$ cat src/rtl/mul_pkg.sv
package mul_pkg;
    localparam int DATA_W = 16;
    localparam int IDX_W  = 4;
    localparam int PROD_W = 2 * DATA_W;
    localparam int CNT_W  = $clog2(DATA_W);

    typedef enum logic {ST_IDLE = 1'b0, ST_RUN = 1'b1} mul_state_t;

    typedef struct packed {
        logic [IDX_W-1:0] even;
        logic [IDX_W-1:0] odd;
    } reg_pair_t;

    function automatic reg_pair_t pair_of(input logic [IDX_W-1:0] rd);
        reg_pair_t p;
        p.even = {rd[IDX_W-1:1], 1'b0};
        p.odd  = p.even ^ IDX_W'(1);
        return p;
    endfunction
endpackage

$ cat src/rtl/mul_ctrl.sv
module mul_ctrl
    import mul_pkg::*;
#(
    parameter int STEPS = DATA_W
) (
    input  logic clk,
    input  logic rst,
    input  logic start,
    output logic load,
    output logic step,
    output logic busy,
    output logic done
);
    localparam int CW = (STEPS > 1) ? $clog2(STEPS) : 1;
    localparam logic [CW-1:0] LAST = CW'(STEPS - 1);

    mul_state_t state_q;
    logic [CW-1:0] cnt_q;
    logic done_q;

    assign load = start && (state_q == ST_IDLE);
    assign step = (state_q == ST_RUN);
    assign busy = step;
    assign done = done_q;

    always_ff @(posedge clk) begin
        if (rst) begin
            state_q <= ST_IDLE;
            cnt_q   <= '0;
            done_q  <= 1'b0;
        end else begin
            done_q <= 1'b0;
            case (state_q)
                ST_IDLE: begin
                    if (start) begin
                        state_q <= ST_RUN;
                        cnt_q   <= '0;
                    end
                end
                default: begin
                    cnt_q <= cnt_q + 1'b1;
                    if (cnt_q == LAST) begin
                        state_q <= ST_IDLE;
                        done_q  <= 1'b1;
                    end
                end
            endcase
        end
    end
endmodule

$ cat src/rtl/mul_datapath.sv
module mul_datapath
    import mul_pkg::*;
#(
    parameter int W = DATA_W
) (
    input  logic         clk,
    input  logic         rst,
    input  logic         load,
    input  logic         step,
    input  logic [W-1:0] mcand,
    input  logic [W-1:0] mplier,
    output logic [W-1:0] hi,
    output logic [W-1:0] lo
);
    logic [W-1:0] acc_q, mq_q, mc_q;
    logic [W:0]   sum;

    always_comb begin
        sum = {1'b0, acc_q} + (mq_q[0] ? {1'b0, mc_q} : '0);
    end

    always_ff @(posedge clk) begin
        if (rst) begin
            acc_q <= '0;
            mq_q  <= '0;
            mc_q  <= '0;
        end else if (load) begin
            acc_q <= '0;
            mq_q  <= mplier;
            mc_q  <= mcand;
        end else if (step) begin
            acc_q <= sum[W:1];
            mq_q  <= {sum[0], mq_q[W-1:1]};
        end
    end

    assign hi = acc_q;
    assign lo = mq_q;
endmodule

$ cat src/rtl/mul_pair_idx.sv
module mul_pair_idx
    import mul_pkg::*;
(
    input  logic             clk,
    input  logic             rst,
    input  logic             load,
    input  logic [IDX_W-1:0] rd,
    output reg_pair_t        pair
);
    reg_pair_t pair_q;

    always_ff @(posedge clk) begin
        if (rst)       pair_q <= pair_of('0);
        else if (load) pair_q <= pair_of(rd);
    end

    assign pair = pair_q;
endmodule

$ cat src/rtl/shift_add_mul.sv
module shift_add_mul
    import mul_pkg::*;
(
    input  logic              clk,
    input  logic              rst,
    input  logic              start_i,
    input  logic [DATA_W-1:0] mcand_i,
    input  logic [DATA_W-1:0] mplier_i,
    input  logic [IDX_W-1:0]  rd_i,
    output logic              busy_o,
    output logic              done_o,
    output logic [DATA_W-1:0] prod_hi_o,
    output logic [DATA_W-1:0] prod_lo_o,
    output logic [IDX_W-1:0]  rd_even_o,
    output logic [IDX_W-1:0]  rd_odd_o
);
    logic load, step;
    reg_pair_t pair;

    mul_ctrl #(.STEPS(DATA_W)) u_ctrl (
        .clk(clk), .rst(rst), .start(start_i),
        .load(load), .step(step), .busy(busy_o), .done(done_o)
    );

    mul_datapath #(.W(DATA_W)) u_dp (
        .clk(clk), .rst(rst), .load(load), .step(step),
        .mcand(mcand_i), .mplier(mplier_i),
        .hi(prod_hi_o), .lo(prod_lo_o)
    );

    mul_pair_idx u_pair (
        .clk(clk), .rst(rst), .load(load), .rd(rd_i), .pair(pair)
    );

    assign rd_even_o = pair.even;
    assign rd_odd_o  = pair.odd;
endmodule

$ cat config.mk
export PLATFORM = sky130hd
export DESIGN_NAME = shift_add_mul
export DESIGN_NICKNAME = d
export VERILOG_FILES = /design/src/rtl/mul_pkg.sv /design/src/rtl/mul_ctrl.sv /design/src/rtl/mul_datapath.sv /design/src/rtl/mul_pair_idx.sv /design/src/rtl/shift_add_mul.sv
export SDC_FILE = /design/constraint.sdc
export NUM_CORES = 1
export LEC_CHECK = 0
export BUFFER_PORTS_ARGS = -buffer_cell sky130_fd_sc_hd__buf_2
export CORE_MARGIN = 2
export CORE_UTILIZATION = 30
export CTS_CLUSTER_DIAMETER = 120
export DETAILED_ROUTE_END_ITERATION = 12
export PLACE_DENSITY_LB_ADDON = 0.3
export SLEW_MARGIN = 15
export SYNTH_ARGS = -nofsm -noshare
export SYNTH_HDL_FRONTEND = slang
export SYNTH_SLANG_ARGS = --single-unit
$ cat constraint.sdc
create_clock -name clk -period 3.3 [get_ports clk]
set_clock_uncertainty 0.2 [all_clocks]
set_input_delay 0.495 -clock clk [delete_from_list [all_inputs] [get_ports clk]]
set_output_delay 0.495 -clock clk [all_outputs]
set_load 0.01 [all_outputs]
* Word-level counts from Yosys, hierarchy flattened
Cells that the tools add are included.
** Word-level totals
- Bits in registers :: 57
- Output and inout bits :: 42
- Word-level logic and storage cells :: 25
** Operators by class
- Add/subtract/negate cells :: 2
- Equal/unequal tests :: 1
- Multiplexer cells :: 9
- Bitwise operators :: 1
- Reductions and logical operators :: 5
** Operators by type and width (number)
- $mux W16 :: 3
- $add A16 B17 Y17 :: 1
- $mux W4 :: 2
- $add A4 B1 Y4 const B :: 1
- $eq A4 B4 Y1 const B :: 1
- $mux W1 :: 4
- $reduce_bool A2 Y1 :: 2
- $reduce_or A2 Y1 :: 2
- $logic_and A1 B1 Y1 :: 1
- $not A1 Y1 :: 1

* Depth between registers and ports, before layout
- Depth after elaboration :: 4
- Depth in mapped cells :: 10
- Mapped depth without buffers :: 9

* Hierarchy
Synthesis repeated with hierarchy kept, for this count alone.
** Unflattened totals
- Cell total of the unflattened synthesis :: 343
- Area total of the unflattened synthesis :: 3025.4 µm²
** Modules (own cells, without submodules)
- mul_datapath :: times used 1, cells an instance 299, area each 2616.3 µm²
- mul_ctrl :: times used 1, cells an instance 28, area each 262.8 µm²
- mul_pair_idx :: times used 1, cells an instance 16, area each 146.4 µm²

* Worst setup path after synthesis
No wires, ideal clock.
- Kind :: register -> register
- Start point :: register u_dp.mq_q[0] (netlist: u_dp.lo[0])
- End point :: register u_dp.acc_q[13] (netlist: u_dp.hi[13])
- Library setup time :: 0.117 ns
- Arrival :: 2.385 ns
- Data required time :: 2.983 ns
- Setup slack :: 0.597 ns
- Cell stages (with the launch flop) :: 11
- Path through :: dfxtp_1 > clkbuf_1 > and2_1 > ha_1 > fa_1 > a21o_1 > a311oi_4 > nor2b_2 > o211ai_2 > mux2i_1 > nand2_1
** On the way
- Cells in the longest elaborated chain, start to end :: 2
** Ends and longest elaborated chain
- start, declared :: RTL line mul_datapath.sv:15 : logic [W-1:0] acc_q, mq_q, mc_q;
- start signal, assigned :: RTL line mul_datapath.sv:29 : mq_q <= mplier;
- start signal, assigned :: RTL line mul_datapath.sv:33 : mq_q <= {sum[0], mq_q[W-1:1]};
- $mux W16 :: RTL line mul_datapath.sv:19 : sum = {1'b0, acc_q} + (mq_q[0] ? {1'b0, mc_q} : '0);
- $add A16 B17 Y17 :: RTL line mul_datapath.sv:19
- end signal, assigned :: RTL line mul_datapath.sv:32 : acc_q <= sum[W:1];
- end, declared :: RTL line mul_datapath.sv:15
Every way passes these cells.
A chain may end at the register's enable or synchronous reset.

* Worst setup path after layout
Same ends and word-level chain as after synthesis.

==> metrics.cfg <==
[worst_setup_path]
critPathMaxStageDelay_ns = 0.44
critical_path_class = reg2reg
crit_family = compound AO/OA/AOI/OAI gates
path_cells = and2_1, ha_1, fa_1, a21o_1, a311oi_4, nor2b_2, o211ai_2, mux2i_1, nand2_1
worstPathMaxFanout = 18
crit_buf_inv = 0
cp.required_ns = 3.34
critPathCaptureType = flop
cp_slowest_cell = dfxtp_1
arrival_ns = 2.88
crit_path_start_kind = flop

[drt]
drt_iter0_markers = 87
drc_errors = 0
dr.pass1.iters = 4
ant_nets = 0
wl_um = 7450
via_count = 2752
wl_per_cell_um = 12.7
avgViaCountPerCell = 4.70

[logic_synthesis]
syn-instance-count = 382
avgSynthCellArea_um2 = 8.07
syn_area_um2 = 3080
yosysTopAreaCell = dfxtp_1
synth_top_family_by_area = simple AND/OR/NAND/NOR gates
synth_adder_area_share_pct = 7.55
synth_flop_cell = dfxtp_1
synth-seq-cells = 57
synth_warnings = 0
yosysTopAreaCellShare_pct = 37.0
ys_seq_area_share_pct = 37.0
synth_edf_count = 0
synth_simple_gate_area_share_pct = 22.0
synthArstFlopShare_pct = 0
synthXorXnorAreaFrac_pct = 3.69
yosysUniqueCellTypes = 43
synth_compound_area_share_pct = 17.7
synth_mux_area_share_pct = 7.15
ys_top_cells_by_area = dfxtp_1, a21oi_1, mux2i_1
syn_nets = 439

[die]
ios = 81
placementRows = 36
initial_utilization_pct = 31.2
dieHeight_um = 105
dieArea_um2 = 11100
coreArea_um2 = 9860
die_w_um = 105

[global_route]
grt_pass1_wl_um = 12300
grt_pass1_vias = 2498
antenna_found_initial = 0
grt_overflow = 0
grt_start_max_net_pins = 56
grt_util_all_layers_pct = 13.8

[clock_network]
clockBufferDepth = 2
cts-resized-gates = 0
root_buffer = clkbuf_8
cts_hold_buf = 0
cts_buffers = 9
htree_levels = 3
postCtsSetupRepairBufs = 0
clock-sinks = 57
path_clk_slew_ns = 0.07
clkLatencyLatePin_ns = 0.34
tritoncts = built

[placed_design]
dp_hpwl_um = 5300
place_inst = 569
gp_congestion = 0.827
portBuffers = 77

[sta]
fin_crit_sh_pct = 86.2
fin_setup_tns_ns = 0
setup_viol = 0
finalMaxSlewViolations = 0
hold_viol_final = 0
rsz0062_at_grt = no
period_needed_ns = 2.84
relSlewSlack_pct = 50.9
max_freq_mhz = 352
tightest_slew_ns = 0.734

[cells_and_area]
fin_nets = 504
finalNonFillerCells = 585
area_growth_pct = 20.4
antennaDiodeCount = 0
drive_gt1_share_pct = 22.3

[flow_run]
maxCapViolCount = 0

[power]
p_leak_nw = 1.73
power_density_nw_per_um2 = 414
irDropWorstVdd_mv = 0.158

[outcome]
outcome = finished, final reports clean

[worst_hold_path]
hold_path.class = in2reg

==> layout make-up <==
type	count	area, µm²
clock buffer	12	155
clock inverter	4	27.5
fill	1061	6150
inverter	2	7.51
multi-input combinational	296	1800
sequential	57	1140
tap	133	166
timing repair buffer	81	415
==> power breakdown <==
group          total, W  internal [W]  leakage, nW  switching (W)
combinational  0.000194     0.0000792         1.18       0.000114
clock          0.000600      0.000312       0.0846       0.000288
sequential     0.000744      0.000720        0.466      0.0000233
total           0.00154       0.00111         1.73       0.000426
==> worst reg2reg max path, stage by stage (launching register included) <==
cell and delay, ns:
dfxtp_1 0.44, and2_1 0.23, ha_1 0.22, fa_1 0.42
a21o_1 0.25, a311oi_4 0.40, nor2b_2 0.10, o211ai_2 0.21
mux2i_1 0.20, nand2_1 0.06
==> synth_stat cells, drive strengths merged, types with 4 or more instances <==
cell and instances:
a211oi 5, nand2b 4, nor2 53, clkbuf 13
a21oi 53, ha 17, buf 14, mux2i 22
nor3b 5, nand3 5, xor2 4, xnor2 9
a21o 5, nand4 4, and2 16, nand2 52
dfxtp 57, o21ai 14, nor2b 5
==> final timing paths <==
path / start / end / slack [ns] / depth (start not counted)
hold reg to reg: u_dp.mc_q[15] / u_dp.mc_q[15] / 0.25 / 2
hold / removal: mcand_i[12] / u_dp.mc_q[12] / 0.18 / 3
setup / recovery: u_dp.lo[0] / u_dp.hi[13] / 0.46 / 9
setup reg to reg: u_dp.lo[0] / u_dp.hi[13] / 0.46 / 9
==> registers in the layout, indices dropped and copies added (netlist names) <==
signal and flops:
u_dp.mc_q 16, u_ctrl.busy 1, u_ctrl.done 1, u_dp.lo 16, u_dp.hi 16, u_pair.pair 3
u_ctrl.cnt_q 4
==> layer usage <==
| metal | GRT usage (%) | vias up | part of all wire (%) |
|---|---|---|---|
| met3 | 4.14 | 13 | 5.4 |
| li1 | - | 1441 | - |
| met4 | 4.86 | 0 | 1.8 |
| met2 | 20.4 | 62 | 43 |
| met1 | 18.9 | 1236 | 49 |
| met5 | 0 | - | 0 |
==> logic make-up after synthesis <==
family,Yosys count
flip-flops,57
adder cells (fa/ha/maj),18
other,2
multiplexers,22
AO/OA/AOI/OAI,91
AND/OR/NAND/NOR,150
buffers and inverters,29
XOR/XNOR,13
==> cell usage in the layout (no fill, tap or decap), types with 2 or more instances in the layout <==
cell / count
a221oi_1: 2
and2_1: 16
o21ai_1: 2
nor3_1: 3
nand4_1: 4
nor2_1: 52
dfxtp_1: 56
o221ai_1: 2
clkinvlp_4: 3
conb_1: 2
inv_1: 2
nor2b_1: 4
and3_1: 3
nand2b_1: 4
nand3_1: 5
nor3b_1: 5
o21ai_0: 12
clkbuf_8: 11
xor2_1: 4
buf_4: 4
a21oi_1: 53
nand2_1: 52
mux2i_1: 22
a21o_1: 5
ha_1: 17
xnor2_1: 9
a211oi_1: 5
buf_2: 77
==> metrics by stage <==
stage | hold slack [ns] | total power (W) | util, % | setup slack (ns) | cell area, µm²
after floorplan | 0.232 | 0.000887 | - | 0.597 | 3080
after global placement | 0.240 | 0.000950 | 35.8 | 0.470 | 3530
after detailed placement | 0.246 | 0.000955 | 35.8 | 0.429 | 3530
after CTS | 0.168 | 0.00156 | 37.6 | 0.422 | 3710
after global routing | 0.174 | 0.00163 | 37.6 | 0.247 | 3710
final | 0.185 | 0.00154 | 37.6 | 0.457 | 3710
(Power assumes the default switching activity.)
